===== src/rtl/accel_pkg.sv =====
package accel_pkg;
  localparam int BYTE_W     = 8;
  localparam int SAMPLE_W   = 16;
  localparam int NUM_AXES   = 3;
  localparam int DATA_BYTES = NUM_AXES * (SAMPLE_W / BYTE_W);
  localparam int BURST_LEN  = DATA_BYTES + 1;
  localparam int IDX_W      = $clog2(BURST_LEN);
  localparam int AX_W       = $clog2(NUM_AXES);

  typedef enum logic [2:0] {
    ST_IDLE, ST_REQ, ST_SEND, ST_WAIT, ST_REL, ST_WR, ST_FIN
  } seq_state_t;
endpackage


===== src/rtl/accel_edge_detect.sv =====
module accel_edge_detect #(
  parameter int SYNC_STAGES = 2
) (
  input  logic clk,
  input  logic rst,
  input  logic async_i,
  output logic rise_o
);
  logic [SYNC_STAGES:0] shreg;

  always_ff @(posedge clk) begin
    if (rst) shreg <= '0;
    else     shreg <= {shreg[SYNC_STAGES-1:0], async_i};
  end

  // newest synchronised sample high, previous one low
  assign rise_o = shreg[SYNC_STAGES-1] & ~shreg[SYNC_STAGES];
endmodule


===== src/rtl/accel_axis_scaler.sv =====
module accel_axis_scaler
  import accel_pkg::*;
(
  input  logic [DATA_BYTES-1:0][BYTE_W-1:0] bytes_i,
  output logic [NUM_AXES-1:0][SAMPLE_W-1:0] axis_o
);
  for (genvar k = 0; k < NUM_AXES; k++) begin : g_axis
    logic signed [SAMPLE_W-1:0] raw;
    logic signed [SAMPLE_W-1:0] bias;
    // bytes_i[0] holds received byte 1, so byte[2k+1] is bytes_i[2k]
    assign raw  = {bytes_i[2*k+1], bytes_i[2*k]};
    // adding 3 to negatives turns the floor shift into truncation toward zero
    assign bias = raw[SAMPLE_W-1] ? SAMPLE_W'(3) : '0;
    assign axis_o[k] = (raw + bias) >>> 2;
  end
endmodule


===== src/rtl/accel_burst_fsm.sv =====
module accel_burst_fsm
  import accel_pkg::*;
#(
  parameter logic [7:0] X_LSB_ADDR = 8'h02,
  parameter int         FREE_W     = 8
) (
  input  logic                              clk,
  input  logic                              rst,
  input  logic                              trig_i,
  output logic                              bus_req_o,
  input  logic                              bus_gnt_i,
  output logic                              cs_n_o,
  output logic                              xfer_start_o,
  output logic [BYTE_W-1:0]                 xfer_tx_o,
  input  logic                              xfer_done_i,
  input  logic [BYTE_W-1:0]                 xfer_rx_i,
  input  logic [FREE_W-1:0]                 fifo_free_i,
  output logic [DATA_BYTES-1:0][BYTE_W-1:0] rx_bytes_o,
  input  logic [NUM_AXES-1:0][SAMPLE_W-1:0] axis_i,
  output logic                              fifo_wr_o,
  output logic [SAMPLE_W-1:0]               fifo_data_o,
  output logic                              rec_done_o
);
  localparam logic [IDX_W-1:0]  LAST_IDX = IDX_W'(BURST_LEN - 1);
  localparam logic [AX_W-1:0]   LAST_AX  = AX_W'(NUM_AXES - 1);
  localparam logic [FREE_W-1:0] REC_SZ   = FREE_W'(DATA_BYTES);

  seq_state_t       state;
  logic [IDX_W-1:0] idx;
  logic [AX_W-1:0]  widx;

  always_ff @(posedge clk) begin
    if (rst) begin
      state        <= ST_IDLE;
      idx          <= '0;
      widx         <= '0;
      bus_req_o    <= 1'b0;
      cs_n_o       <= 1'b1;
      xfer_start_o <= 1'b0;
      xfer_tx_o    <= '0;
      rx_bytes_o   <= '0;
      fifo_wr_o    <= 1'b0;
      fifo_data_o  <= '0;
      rec_done_o   <= 1'b0;
    end else begin
      xfer_start_o <= 1'b0;
      rec_done_o   <= 1'b0;
      unique case (state)
        ST_IDLE: if (trig_i) begin
          bus_req_o <= 1'b1;
          state     <= ST_REQ;
        end
        ST_REQ: if (bus_gnt_i) begin
          cs_n_o <= 1'b0;
          idx    <= '0;
          state  <= ST_SEND;
        end else begin
          bus_req_o <= 1'b0;
          state     <= ST_IDLE;
        end
        ST_SEND: begin
          xfer_start_o <= 1'b1;
          xfer_tx_o    <= (idx == '0) ? {1'b1, X_LSB_ADDR[6:0]} : '0;
          state        <= ST_WAIT;
        end
        ST_WAIT: if (xfer_done_i) begin
          if (idx != '0) rx_bytes_o[idx - 1'b1] <= xfer_rx_i;
          if (idx == LAST_IDX) state <= ST_REL;
          else begin
            idx   <= idx + 1'b1;
            state <= ST_SEND;
          end
        end
        ST_REL: begin
          cs_n_o    <= 1'b1;
          bus_req_o <= 1'b0;
          widx      <= '0;
          state     <= (fifo_free_i >= REC_SZ) ? ST_WR : ST_IDLE;
        end
        ST_WR: begin
          fifo_wr_o   <= 1'b1;
          fifo_data_o <= axis_i[widx];
          widx        <= widx + 1'b1;
          if (widx == LAST_AX) state <= ST_FIN;
        end
        ST_FIN: begin
          fifo_wr_o  <= 1'b0;
          rec_done_o <= 1'b1;
          state      <= ST_IDLE;
        end
        default: state <= ST_IDLE;
      endcase
    end
  end
endmodule


===== src/rtl/accel_burst_reader.sv =====
module accel_burst_reader
  import accel_pkg::*;
#(
  parameter logic [7:0] X_LSB_ADDR  = 8'h02,
  parameter int         FREE_W      = 8,
  parameter int         SYNC_STAGES = 2
) (
  input  logic              clk,
  input  logic              rst,
  input  logic              drdy_i,
  output logic              bus_req_o,
  input  logic              bus_gnt_i,
  output logic              cs_n_o,
  output logic              xfer_start_o,
  output logic [7:0]        xfer_tx_o,
  input  logic              xfer_done_i,
  input  logic [7:0]        xfer_rx_i,
  output logic              fifo_wr_o,
  output logic [15:0]       fifo_data_o,
  input  logic [FREE_W-1:0] fifo_free_i,
  output logic              rec_done_o
);
  logic                              trig;
  logic [DATA_BYTES-1:0][BYTE_W-1:0] rx_bytes;
  logic [NUM_AXES-1:0][SAMPLE_W-1:0] axis;

  accel_edge_detect #(.SYNC_STAGES(SYNC_STAGES)) u_edge (
    .clk(clk), .rst(rst), .async_i(drdy_i), .rise_o(trig)
  );

  accel_axis_scaler u_scale (.bytes_i(rx_bytes), .axis_o(axis));

  accel_burst_fsm #(.X_LSB_ADDR(X_LSB_ADDR), .FREE_W(FREE_W)) u_fsm (
    .clk(clk), .rst(rst), .trig_i(trig),
    .bus_req_o(bus_req_o), .bus_gnt_i(bus_gnt_i), .cs_n_o(cs_n_o),
    .xfer_start_o(xfer_start_o), .xfer_tx_o(xfer_tx_o),
    .xfer_done_i(xfer_done_i), .xfer_rx_i(xfer_rx_i),
    .fifo_free_i(fifo_free_i), .rx_bytes_o(rx_bytes), .axis_i(axis),
    .fifo_wr_o(fifo_wr_o), .fifo_data_o(fifo_data_o), .rec_done_o(rec_done_o)
  );
endmodule


===== config.mk =====
export PLATFORM = sky130hd
export DESIGN_NAME = accel_burst_reader
export DESIGN_NICKNAME = d
export VERILOG_FILES = /design/src/rtl/accel_pkg.sv /design/src/rtl/accel_edge_detect.sv /design/src/rtl/accel_axis_scaler.sv /design/src/rtl/accel_burst_fsm.sv /design/src/rtl/accel_burst_reader.sv
export SDC_FILE = /design/constraint.sdc
export NUM_CORES = 1
export LEC_CHECK = 0
export ABC_AREA = 1
export BUFFER_PORTS_ARGS = -buffer_cell sky130_fd_sc_hd__buf_2
export CAP_MARGIN = 15
export CELL_PAD_IN_SITES_DETAIL_PLACEMENT = 0
export CELL_PAD_IN_SITES_GLOBAL_PLACEMENT = 1
export CORE_ASPECT_RATIO = 1.75
export CORE_UTILIZATION = 46
export CTS_BUF_LIST = sky130_fd_sc_hd__clkbuf_8
export CTS_CLUSTER_SIZE = 40
export DETAILED_ROUTE_END_ITERATION = 10
export GPL_TIMING_DRIVEN = 1
export PLACE_DENSITY = 0.9
export SYNTH_ARGS = -nofsm -noshare
export SYNTH_HDL_FRONTEND = slang
export SYNTH_SLANG_ARGS = --single-unit

===== constraint.sdc =====
create_clock -name clk -period 5.5 [get_ports clk]
set_input_delay 0.55 -clock clk [delete_from_list [all_inputs] [get_ports clk]]
set_output_delay 0.55 -clock clk [all_outputs]
set_load 0.03 [all_outputs]

### Yosys cells after proc, flatten, opt, wreduce, memory -nomap -nowiden

Cells that the tools add are included.

| word-level totals | value |
|---|---|
| RAM bits | 0 |
| memories | 0 |
| logic and storage cells | 86 |
| register bits | 88 |
| ROM bits | 0 |
| bits in latches | 0 |

| operators by class | value |
|---|---|
| order comparisons | 4 |
| multiplexer cells | 29 |
| multipliers | 0 |
| div/mod/pow operators | 0 |
| equal/unequal tests | 14 |
| bitwise gates (word level) | 2 |
| reductions and logical operators | 14 |
| add/subtract/negate cells | 6 |
| shift-type cells | 0 |

Operators by type and width:

| kind | number |
|---|---|
| adder 16 bit | 3 |
| bitwise mux 48 bit | 1 |
| binary-select mux 16 bit (select 2 bit) | 1 |
| demux 8 bit (select 3 bit) | 1 |
| two-way mux 3 bit | 8 |
| case mux 3 bit (6 select lines) | 1 |
| two-way mux 16 bit | 1 |
| two-way mux 8 bit | 2 |
| == test 3 bit, second input constant | 4 |
| inequality test 2 bit, second input constant | 5 |
| AND reduction 3 bit | 3 |
| >= comparator 8 x 3 -> 1 bit, second input constant | 1 |
| two-way mux 2 bit | 4 |
| nonzero test 2 bit | 4 |
| == test 3 x 2 -> 1 bit, second input constant | 2 |
| zero test 3 bit | 2 |
| case mux 3 bit (2 select lines) | 1 |
| nonzero test 3 bit | 2 |
| two-way mux 1 bit | 5 |
| less-than comparator 3 x 4 -> 1 bit, second input constant | 1 |
| case mux 1 bit (2 select lines) | 2 |
| case mux 2 bit (2 select lines) | 1 |
| AND reduction 4 bit | 1 |
| adder 3 x 1 -> 3 bit, second input constant | 1 |
| 12 further kinds | 12 |

### Logic depth before layout (Yosys ltp)

| depth | value |
|---|---|
| depth in word-level cells | 6 |
| gate-level depth with buffers | 12 |
| gate-level depth less buffers | 12 |

### Hierarchy

From an unflattened synthesis, not the netlist that was laid out.

| second synthesis, totals | value |
|---|---|
| cell total of the unflattened synthesis | 793 |
| area, all modules | 4,898.4 um2 |

By module, submodules not included:

| module | instances | area an instance (um2) | cells an instance |
|---|---|---|---|
| accel_burst_fsm | 1 | 3,470.8 | 505 |
| accel_axis_scaler | 1 | 1,341.3 | 278 |
| accel_edge_detect | 1 | 86.3 | 10 |

### Least setup slack after synthesis

Ideal clock, no wire load.

| timing path | value |
|---|---|
| path kind | register to register |
| start point | reg u_fsm.idx[0] |
| end point | reg u_fsm.rx_bytes_o[31] (netlist name) |
| period minus slack after synthesis | 1,728 ps |
| setup slack | 3,772 ps |
| cell stages (with the launch flop) | 13 |
| buffers on the path | 1 |
| data arrival time | 1,609 ps |
| cells stage by stage | dfxtp_1 > inv_1 > ha_1 > or2_1 > nand2_1 > inv_1 > nor2_1 > inv_1 > nor2_4 > inv_2 > buf_6 > o21ai_0 > a21oi_1 |

| between the ends | value |
|---|---|
| word-level cells in the longest chain between the ends | 6 |
| elaborated cells between the ends (all ways) | 9 |

Ends and longest elaborated chain:

| element | RTL line | text |
|---|---|---|
| from (decl) | accel_burst_fsm.sv:29 | `logic [IDX_W-1:0] idx;` |
| from (signal assigned) | accel_burst_fsm.sv:70 | `idx <= idx + 1'b1;` |
| subtractor 3 x 1 -> 3 bit | accel_burst_fsm.sv:67 | `if (idx != '0) rx_bytes_o[idx - 1'b1] <= xfer_rx_i;` |
| less-than comparator 3 x 4 -> 1 bit (implied by the code) / >= comparator 3 x 1 -> 1 bit (equally long branches) | accel_burst_fsm.sv:67 |  |
| logical AND 1 bit (implied by the code) | accel_burst_fsm.sv:67 |  |
| two-way mux 8 bit (implied by the code) | accel_burst_fsm.sv:67 |  |
| demux 8 bit (select 3 bit) | -- |  |
| bitwise mux 48 bit | accel_burst_fsm.sv:67 |  |
| to (signal, indexed assignment) | accel_burst_fsm.sv:67 |  |
| to (decl) | accel_burst_fsm.sv:18 | `output logic [DATA_BYTES-1:0][BYTE_W-1:0] rx_bytes_o,` |

Parallel ways exist; a longest one is shown, timed or not.
A chain may end at the register's enable or synchronous reset.

### Worst setup path in the final report

| timing path | value |
|---|---|
| start point | reg u_fsm.widx[0] |
| end point | reg u_fsm.state[1] |

| between the ends | value |
|---|---|
| word-level cells in the longest chain between the ends | 3 |

Ends and longest elaborated chain:

| element | RTL line | text |
|---|---|---|
| from (decl) | accel_burst_fsm.sv:30 | `logic [AX_W-1:0] widx;` |
| from (signal assigned) | accel_burst_fsm.sv:83 | `widx <= widx + 1'b1;` |
| == test 2 bit | accel_burst_fsm.sv:84 | `if (widx == LAST_AX) state <= ST_FIN;` |
| inequality test 2 x 1 -> 1 bit (no line) | -- |  |
| AND reduction 3 bit (no line) | -- |  |
| to (signal assigned) | accel_burst_fsm.sv:78 | `state <= (fifo_free_i >= REC_SZ) ? ST_WR : ST_IDLE;` |
| to (decl) | accel_burst_fsm.sv:28 | `seq_state_t state;` |

No other way between the ends.

==> flow_metrics.py <==
metrics = {
    "outcome": {
        "status": "completed",
    },
    "layout": {
        "drive_gt1_share_pct": 11.4,
        "n_antenna_cell": 0,
        "post-route-util_pct": 52.9,
        "area_growth_pct": 10.4,
        "nNetsFinal": 734,
        "stdcell_area_um2": 4840,
    },
    "min_path": {
        "holdCritStartpoint": "drdy_i",
        "min_to": "u_edge.shreg[0]",
        "hold_path_class": "in -> reg",
        "whs_path_depth": 3,
    },
    "yosys": {
        "syn_inst": 675,
        "synth_compound_area_share_pct": 18.2,
        "synth_edf_count": 0,
        "synthSimpleGateAreaFrac_pct": 31.1,
        "yosys.area_share.adder_pct": 2.28,
        "synthMuxAreaShare_pct": 0,
        "synth.distinct_cells": 34,
        "seq_area_frac_synth_pct": 36.1,
        "syn-cell-area_um2": 4390,
        "ys_ff_latch": 79,
        "synthXorXnorAreaFrac_pct": 0.599,
        "ys.flop_type": "dfxtp_1",
        "syn_avg_cell_area_um2": 6.50,
        "synth_top_family_by_area": "simple AND/OR/NAND/NOR gates",
        "ys_async_sr_fraction_pct": 0,
        "yosys_warnings": 0,
    },
    "sta": {
        "min_period_ps": 2410,
        "layout_worst_path_cycle_share_pct": 43.9,
        "fin_skew_ps": 5.44,
        "tns_ps": 0,
        "rsz0062_at_grt": "false",
        "slew_headroom_pct": 47.8,
        "slew_viol_final": 0,
        "setup_slack_ps": 3090,
        "setup_viol": 0,
        "worst_pin_slew_ps": 781,
        "hold_viol_final": 0,
        "fmax_ghz": 0.414,
    },
    "setup_path": {
        "worst_setup_path_start_kind": "flop",
        "path_class": "reg -> reg",
        "reg2reg_from": "u_fsm.widx[0]",
        "end_kind": "flop",
        "r2r-end": "u_fsm.state[1]",
        "rrSetupSlack_ps": 3090,
        "path_max_fanout": 17,
        "reg2regPathDepth": 7,
        "critPathArrivalTime_ps": 2650,
        "crit_required_ps": 5740,
    },
    "floorplanning": {
        "dieWidth_um": 75.8,
        "dieArea_um2": 9940,
        "core_um2": 9150,
        "io_pins": 50,
        "rows": 46,
        "die_y_um": 131,
        "start_util_pct": 47.9,
    },
    "clock_tree": {
        "cts.sinks": 79,
        "cts_setup_buffers": 0,
        "ctsResizeCount": 0,
        "numCtsBuffers": 9,
        "path_clk_slew_ps": 80,
        "htree_num_levels": 3,
        "postCtsHoldBufs": 0,
        "cts_buffer_depth": 2,
        "cts_tree": "done",
        "root_buffer": "clkbuf_8",
        "clock_latency_ps": 360,
    },
    "power": {
        "p_total_w": 0.00115,
        "peakVddDrop_uv": 214,
        "power.leakage_nw": 1.98,
        "power_density_nw_per_um2": 238,
    },
    "detailed_routing": {
        "drt_first_iter_violations": 277,
        "route.final.wire_length_um": 13000,
        "ant_nets": 0,
        "vias_per_cell": 5.37,
        "firstDrtPassIters": 5,
        "drc_errors": 0,
        "wl_per_cell_um": 15.6,
        "vias": 4460,
    },
    "grt": {
        "grt_pass1_vias": 4207,
        "grt_max_degree": 62,
        "grtUsageTotal_pct": 28.2,
        "antenna_found_initial": 0,
        "grt_pass1_wl_um": 20900,
        "grt-ovfl-total": 0,
    },
    "placed_design": {
        "dp_slack_ps": 3170,
        "portBuffers": 42,
        "gp_congestion": 0.908,
        "postPlaceCellArea_um2": 4600,
        "place_hpwl_um": 9610,
    },
    "job": {
        "drv_cap": 0,
    },
}
[kinds of logic after synthesis]
kind of cell / after synthesis
AO/OA/AOI/OAI: 152
XOR/XNOR: 3
adder cells (fa/ha/maj): 8
buffers and inverters: 118
flip-flops: 79
other: 1
AND/OR/NAND/NOR: 314
[cell type report]
class | count | area (µm²)
Clock inverter | 6 | 108
Inverter | 88 | 330
Sequential cell | 79 | 1580
Tap cell | 120 | 150
Timing Repair Buffer | 44 | 225
Clock buffer | 10 | 138
Fill cell | 929 | 4310
Multi-Input combinational cell | 483 | 2310
[registers in the layout (all words and copies together), names as in the netlist]
| signal | cells |
|---|---|
| u_fsm.widx | 2 |
| u_fsm.cs_n_o | 1 |
| u_fsm.fifo_wr_o | 1 |
| u_fsm.rec_done_o | 1 |
| u_edge.shreg | 3 |
| u_fsm.idx | 3 |
| u_fsm.state | 3 |
| u_fsm.bus_req_o | 1 |
| u_fsm.fifo_data_o | 14 |
| u_fsm.xfer_tx_o | 1 |
| u_fsm.rx_bytes_o | 48 |
| u_fsm.xfer_start_o | 1 |
[worst max path at each step]
stage	start	end	cells past startpoint
after floorplan	u_fsm.idx[0]	u_fsm.rx_bytes_o[31]	12
after global placement	u_fsm.widx[0]	u_fsm.state[1]	7
after detailed placement	u_fsm.widx[0]	u_fsm.state[1]	7
after CTS	u_fsm.widx[0]	u_fsm.state[1]	7
after global routing	u_fsm.widx[0]	u_fsm.state[1]	7
final	u_fsm.widx[0]	u_fsm.state[1]	7
[per-stage QoR]
step           hold WS [ps]  std cells
3_3_place_gp            394        814
6_report                390        830
3_5_place_dp            399        814
5_1_grt                 397        830
4_1_cts                 383        830
2_1_floorplan           388        680
[critical path, stage by stage (launching register included)]
cell      delay (ps)
dfxtp_1          700
clkinv_1         630
ha_1             410
or2_1            240
nand2_1           90
nor2_1            60
o31ai_1           60
a21oi_1          100
[power by group]
| group | switching [W] | total [W] | internal [W] |
|---|---|---|---|
| logic | 0.0000365 | 0.0000489 | 0.0000124 |
| registers | 0.00000142 | 0.000575 | 0.000574 |
| clock network | 0.000217 | 0.000529 | 0.000312 |
[cells in the mapped netlist, types with 2 or more instances]
library cell,n,share of area [%]
nand3_1,59,6.7
nand2_2,2,0.29
or2_1,2,0.29
inv_2,7,0.60
nor2_4,4,1.0
nor2_1,84,7.2
a31oi_1,4,0.57
o211ai_1,3,0.51
nor3_1,14,1.6
ha_1,8,2.3
clkbuf_1,14,1.2
a21oi_1,57,6.5
xor2_1,3,0.60
dfxtp_1,79,36
o21ai_2,2,0.40
nand4_1,11,1.6
buf_4,10,1.7
inv_1,80,6.8
o21ai_1,12,1.4
o21bai_1,3,0.51
nand2_1,131,11
o21ai_0,68,7.8
buf_6,4,1.0
nor2_2,4,0.57
[placed cells by master, fill, tap and decap left out, drive strengths merged, types with 6 or more instances in the layout]
| master | instances |
|---|---|
| buf | 44 |
| dfxtp | 79 |
| nand4 | 11 |
| a21oi | 57 |
| conb | 6 |
| o21ai | 82 |
| ha | 8 |
| nor3 | 15 |
| nand3 | 60 |
| inv | 87 |
| nor2 | 92 |
| clkbuf | 10 |
| nand2 | 133 |
[routing by layer]
layer  share of wire (%)  GRT usage [%]  up-vias
li1                    -              -     2249
met1                  39           32.1     2027
met2                  51           47.2      138
met3                 4.2           5.21       46
met4                 5.0           15.6        0
met5                   0              0        -
(Power assumes the default switching activity.)
